### config.mk
export PLATFORM = sky130hd
export DESIGN_NAME = aud_dma_chan_regs
export DESIGN_NICKNAME = d
export VERILOG_FILES = /design/src/rtl/aud_dma_pkg.sv /design/src/rtl/aud_dma_chan_ctrl.sv /design/src/rtl/aud_dma_chan_dp.sv /design/src/rtl/aud_dma_chan_regs.sv
export SDC_FILE = /design/constraint.sdc
export NUM_CORES = 1
export LEC_CHECK = 0
export BUFFER_PORTS_ARGS = -buffer_cell sky130_fd_sc_hd__buf_2
export CAP_MARGIN = 20
export CORE_MARGIN = 1
export CORE_UTILIZATION = 35
export DETAILED_ROUTE_END_ITERATION = 6
export GPL_TIMING_DRIVEN = 0
export HOLD_SLACK_MARGIN = 0.05
export MAX_ROUTING_LAYER = met4
export PLACE_DENSITY = 0.57
export SKIP_CTS_REPAIR_TIMING = 1
export SYNTH_ARGS = -nofsm -noshare
export SYNTH_HDL_FRONTEND = slang
export SYNTH_SLANG_ARGS = --single-unit
export TNS_END_PERCENT = 20
### constraint.sdc
create_clock -name clk -period 1.83 [get_ports clk]
set_clock_uncertainty 0.15 [all_clocks]
set_input_delay 0.183 -clock clk [delete_from_list [all_inputs] [get_ports clk]]
set_output_delay 0.183 -clock clk [all_outputs]
set_load 0.005 [all_outputs]
### src/rtl/aud_dma_pkg.sv
package aud_dma_pkg;
  localparam int RING_DEPTH = 32;
  localparam int IDX_W      = $clog2(RING_DEPTH);
  localparam int SR_W       = 5;
  localparam int CR_W       = 5;
  localparam int DATA_W     = 32;

  // Status bit positions
  localparam int SR_HALT  = 0;
  localparam int SR_EQ    = 1;
  localparam int SR_LVDONE = 2;
  localparam int SR_DONE  = 3;
  localparam int SR_FIFO  = 4;

  // Control bit positions
  localparam int CR_RUN   = 0;
  localparam int CR_RST   = 1;
  localparam int CR_LVIE  = 2;
  localparam int CR_FIE   = 3;
  localparam int CR_DONEIE = 4;

  localparam logic [CR_W-1:0] CR_KEEP  = 5'b11100;
  localparam logic [SR_W-1:0] SR_W1C   = 5'b11100;

  // Byte lanes of the status and control fields
  localparam int SR_LSB = 16;
  localparam int CR_LSB = 24;
  localparam int LVI_LSB = 8;

  typedef struct packed {
    logic [3:0]        baseBe;
    logic              lviWr;
    logic [SR_W-1:0]   srClr;
    logic              crWr;
    logic              regReset;
    logic [DATA_W-1:0] data;
    logic              rdEn;
    logic [1:0]        rdWord;
  } chanStrobes_t;
endpackage

### src/rtl/aud_dma_chan_ctrl.sv
module aud_dma_chan_ctrl
  import aud_dma_pkg::*;
(
  input  logic              wrEn,
  input  logic              rdEn,
  input  logic [3:0]        addr,
  input  logic [3:0]        byteEn,
  input  logic [DATA_W-1:0] wrData,
  output chanStrobes_t      strobes
);
  logic [1:0] word;
  logic       ctrlByteWr;

  assign word       = addr[3:2];
  assign ctrlByteWr = wrEn && (word == 2'd2) && byteEn[3];

  always_comb begin
    strobes          = '0;
    strobes.data     = wrData;
    strobes.rdEn     = rdEn;
    strobes.rdWord   = word;
    strobes.baseBe   = (wrEn && word == 2'd0) ? byteEn : 4'b0000;
    strobes.lviWr    = wrEn && (word == 2'd1) && byteEn[1];
    if (wrEn && word == 2'd1 && byteEn[2])
      strobes.srClr  = wrData[SR_LSB +: SR_W] & SR_W1C;
    strobes.regReset = ctrlByteWr && wrData[CR_LSB + CR_RST];
    strobes.crWr     = ctrlByteWr && !wrData[CR_LSB + CR_RST];
  end
endmodule

### src/rtl/aud_dma_chan_dp.sv
module aud_dma_chan_dp
  import aud_dma_pkg::*;
(
  input  logic              clk,
  input  logic              rstN,
  input  chanStrobes_t      strobes,
  input  logic              advance,
  input  logic              picbLoad,
  input  logic [15:0]       picbValue,
  input  logic              setCompl,
  input  logic              setLvCompl,
  input  logic              setFifoErr,
  output logic [DATA_W-1:0] rdData,
  output logic              irq,
  output logic [IDX_W-1:0]  civIdx,
  output logic [IDX_W-1:0]  lviIdx,
  output logic [IDX_W-1:0]  pivIdx,
  output logic [SR_W-1:0]   srBits,
  output logic [CR_W-1:0]   crBits
);
  logic [DATA_W-1:0] baseReg;
  logic [15:0]       picbReg;
  logic              halted;
  logic [SR_W-1:0]   eventBits;
  logic [SR_W-1:0]   eventSet;
  logic [DATA_W-1:0] word0, word1, word2;

  assign eventSet = {setFifoErr, setCompl, setLvCompl, 2'b00};
  assign srBits   = {eventBits[SR_W-1:2], (civIdx == lviIdx), halted};

  always_ff @(posedge clk or negedge rstN) begin
    if (!rstN) begin
      baseReg   <= '0;
      civIdx    <= '0;
      lviIdx    <= '0;
      pivIdx    <= '0;
      picbReg   <= '0;
      crBits    <= '0;
      halted    <= 1'b1;
      eventBits <= '0;
    end else begin
      halted    <= ~crBits[CR_RUN];
      // a hardware set wins over a same-cycle clear
      eventBits <= (eventSet | (eventBits & ~strobes.srClr)) & SR_W1C;
      if (strobes.regReset) begin
        baseReg <= '0;
        civIdx  <= '0;
        lviIdx  <= '0;
        pivIdx  <= '0;
        picbReg <= '0;
        crBits  <= crBits & CR_KEEP;
      end else begin
        for (int b = 0; b < 4; b++)
          if (strobes.baseBe[b]) baseReg[b*8 +: 8] <= strobes.data[b*8 +: 8];
        if (strobes.lviWr) lviIdx <= strobes.data[LVI_LSB +: IDX_W];
        if (strobes.crWr)
          crBits <= strobes.data[CR_LSB +: CR_W] & ~(CR_W'(1) << CR_RST);
        if (advance) begin
          civIdx <= pivIdx;
          pivIdx <= pivIdx + 1'b1;   // wraps at RING_DEPTH (power of two)
        end
        if (picbLoad) picbReg <= picbValue;
      end
    end
  end

  assign word0 = baseReg;
  assign word1 = {{(16-SR_W){1'b0}}, srBits,
                  {(8-IDX_W){1'b0}}, lviIdx,
                  {(8-IDX_W){1'b0}}, civIdx};
  assign word2 = {{(8-CR_W){1'b0}}, crBits,
                  {(8-IDX_W){1'b0}}, pivIdx, picbReg};

  always_ff @(posedge clk or negedge rstN) begin
    if (!rstN) rdData <= '0;
    else if (strobes.rdEn) begin
      unique case (strobes.rdWord)
        2'd0:    rdData <= word0;
        2'd1:    rdData <= word1;
        2'd2:    rdData <= word2;
        default: rdData <= '0;
      endcase
    end
  end

  assign irq = (srBits[SR_LVDONE] & crBits[CR_LVIE]) |
               (srBits[SR_DONE]   & crBits[CR_DONEIE]);
endmodule

### src/rtl/aud_dma_chan_regs.sv
module aud_dma_chan_regs
  import aud_dma_pkg::*;
(
  input  logic              clk,
  input  logic              rstN,
  input  logic              wrEn,
  input  logic              rdEn,
  input  logic [3:0]        addr,
  input  logic [3:0]        byteEn,
  input  logic [DATA_W-1:0] wrData,
  output logic [DATA_W-1:0] rdData,
  input  logic              advance,
  input  logic              picbLoad,
  input  logic [15:0]       picbValue,
  input  logic              setCompl,
  input  logic              setLvCompl,
  input  logic              setFifoErr,
  output logic              irq,
  output logic              runBm
);
  chanStrobes_t      strobes;
  logic [IDX_W-1:0]  civIdx, lviIdx, pivIdx;
  logic [SR_W-1:0]   srBits;
  logic [CR_W-1:0]   crBits;

  aud_dma_chan_ctrl ctrl_i (
    .wrEn(wrEn), .rdEn(rdEn), .addr(addr), .byteEn(byteEn),
    .wrData(wrData), .strobes(strobes)
  );

  aud_dma_chan_dp dp_i (
    .clk(clk), .rstN(rstN), .strobes(strobes), .advance(advance),
    .picbLoad(picbLoad), .picbValue(picbValue), .setCompl(setCompl),
    .setLvCompl(setLvCompl), .setFifoErr(setFifoErr), .rdData(rdData),
    .irq(irq), .civIdx(civIdx), .lviIdx(lviIdx), .pivIdx(pivIdx),
    .srBits(srBits), .crBits(crBits)
  );

  assign runBm = crBits[CR_RUN];
endmodule

==> flow_summary.ini <==
[timing]
hold_viol = 0
fmax_ghz = 0.618
grt_setup_unrepaired = false
slew_violations = 0
period_minus_slack_ns = 1.62
timing.final.crit_share = 0.885
worst-slew-pin-transition_ns = 0.615
setup_violations = 0
slew_headroom = 0.590

[cells_and_area]
fillCellCount = 1275
layoutNonFillerInstCount = 760
nNetsFinal = 645
n_antenna_cell = 0
area_growth_pct = 32.9
layout-drive-gt1-share = 0.283

[placed_design]
dpl.hpwl_um = 8650
gp_congestion = 0.785
dp.cells = 687
io_buffers = 90

[logic_synthesis]
synth_edf_count = 0
yosys.cell_types.count = 39
syn_area_um2 = 4750
avgSynthCellArea_um2 = 11.3
ys_warn_count = 0
synth_seq_area_share = 0.543
synthCells = 420
async_reset_ff_frac = 1.00
syn-num-nets = 486
ys_seq_elements = 103
synth-main-ff-cell = dfrtp_1

[floorplan]
io_pins = 99
num_rows = 42
start_util = 0.358
die-area_um2 = 14000
die_w_um = 118
fp.coreArea_um2 = 13200
die_h_um = 118

[clock_tree]
cts_root_buffer = clkbuf_16
insertion_delay_ns = 0.34
cts_tree = built
cts_sinks = 103
clk_pin_slew_ns = 0.07
htree_levels = 3
clock_path_buffers = 2
cts_buffers = 9

[setup_path]
crit_arrival_ns = 1.70
worstSetupPathType = input port to register
cp-end-kind = register
critPathRequiredTime_ns = 1.91
crit_fanout = 7
rrSetupSlack_ns = 0.40
start_kind = input port

[routing]
drtIter0Drc = 214
dr.pass1.iters = 5
drt-wirelength-per-cell_um = 15.9
route.detailed.drc = 0
wl_um = 12100
postRouteAntennaNets = 0
vias_per_cell = 4.75
vias = 3613

[power]
swShare = 0.280
peakVddDrop_v = 0.000537
pwr-share-seq = 0.490
p_switching_w = 0.00173
power_per_cell_area_nw_per_um2 = 981
pwr-share-clk = 0.308
p_total_w = 0.00619
p_leak_nw = 2.99
combPwrFrac = 0.201
p_int_w = 0.00446

[global_routing]
grt_max_degree = 71
grt_usage = 0.184
grt_pass1_wl_um = 19000
antenna_found_initial = 0
grt_overflow = 0
grt_pass1_vias = 3531

[min_path]
hp-class = input port to register

[run_status]
status = finished, final reports clean

[job]
maxCapViolations = 0
synthesized netlist by cell type (2+ instances only):
master	number	area (µm²)
a21o_1	3	22.5
nand2_1	17	63.8
buf_4	4	30.0
o22ai_1	10	62.6
nand3_1	8	40.0
nand4_1	3	18.8
or2_2	11	68.8
mux2i_1	84	841
nor2_2	20	125
xor2_1	3	26.3
dfrtp_1	102	2550
a31oi_1	11	68.8
xnor2_1	6	52.6
clkbuf_1	9	33.8
a2bb2oi_1	3	26.3
clkbuf_2	2	10.0
nand4b_1	2	17.5
o21ai_0	7	35.0
a21oi_1	3	15.0
mux2_2	2	22.5
buf_2	7	35.0
nor2_1	57	214
nor4bb_1	3	30.0
buf_6	9	101
inv_1	19	71.3
nand2b_1	2	12.5
power groups by stage:
stage	Clock, W	Sequential, W	Combinational, W
after global placement	0	0.00307	0.00113
after CTS	0.00196	0.00304	0.00118
after floorplan	0	0.00299	0.000774
after global routing	0.00205	0.00310	0.00139
final	0.00191	0.00303	0.00125
after detailed placement	0	0.00308	0.00117
state kept, by name, indices dropped and copies added (netlist names):
| register | count |
|---|---|
| dp_i.halted | 1 |
| dp_i.picbReg | 16 |
| dp_i.pivIdx | 5 |
| dp_i.eventBits | 3 |
| dp_i.lviIdx | 5 |
| dp_i.civIdx | 5 |
| dp_i.rdData | 32 |
| dp_i.baseReg | 32 |
| dp_i.crBits | 4 |
final timing paths:
path	depth (start not counted)	to	start
min in group asynchronous	2	dp_i.eventBits[3]	rstN
min	3	dp_i.crBits[0]	wrEn
min reg2reg	1	dp_i.halted	dp_i.crBits[0]
max in group asynchronous	3	dp_i.halted	rstN
max reg2reg	2	dp_i.eventBits[2]	dp_i.eventBits[2]
max	6	dp_i.baseReg[29]	byteEn[3]
metal layers:
| metal | GRT usage | part of all wire | vias to the layer above |
|---|---|---|---|
| met4 | 0.0807 | 0.027 | 0 |
| met3 | 0.0381 | 0.039 | 23 |
| met1 | 0.237 | 0.46 | 1768 |
| met5 | - | 0 | - |
| li1 | - | - | 1740 |
| met2 | 0.280 | 0.47 | 82 |
critical path, stage by stage:
cell and delay, ns:
dlygate4sd3_1 0.52, buf_2 0.13, nor4bb_1 0.26, clkbuf_2 0.32
mux2i_1 0.23, nor2_1 0.05
per-stage QoR:
stage / setup TNS [ns] / area (µm²) / setup slack [ns] / hold WS, ns / util
CTS: 0 / 5740 / 0.333 / -0.346 / 0.433
floorplan: 0 / 4750 / 0.438 / -0.263 / -
global route: 0 / 6310 / 0.127 / 0.0705 / 0.476
global placement: -74.16 / 5420 / -0.731 / 0.215 / 0.409
detailed placement: 0 / 5450 / 0.0667 / 0.0235 / 0.411
finish: 0 / 6310 / 0.211 / 0.0852 / 0.476
final cells by class:
type	count	area [µm²]	area share
multi-input cells	267	1890	0.299
clock buffers	12	246	0.0391
plain buffers	31	210	0.0333
clock inverters	4	45.0	0.00714
repair buffers	148	1050	0.167
flip-flops and latches	103	2580	0.409
inverters	19	71.3	0.0113
well taps	176	220	0.0349
cell families after synthesis:
family          after synthesis  synth area share
buf+inv                      50            0.0593
fa+ha+maj                     1           0.00264
xor+xnor                      9            0.0166
flops                       103             0.543
compound gates               41            0.0556
mux                          87             0.184
simple gates                129             0.138
cell usage in the layout, fill, tap and decap left out, types with 2 or more instances in the layout:
cell	instances
a21o_1	3
a21oi_1	3
a2bb2oi_1	3
a31oi_1	11
buf_2	96
buf_4	5
buf_6	9
clkbuf_1	11
clkbuf_16	9
clkbuf_2	2
clkinv_2	3
dfrtp_1	102
dlygate4sd3_1	57
inv_1	19
mux2_2	2
mux2i_1	84
nand2_1	17
nand2b_1	2
nand3_1	8
nand4_1	3
nand4b_1	2
nor2_1	57
nor2_2	20
nor4bb_1	3
o21ai_0	7
o22ai_1	10
or2_2	11
xnor2_1	6
xor2_1	3
Power figures use the tool's default switching activity.
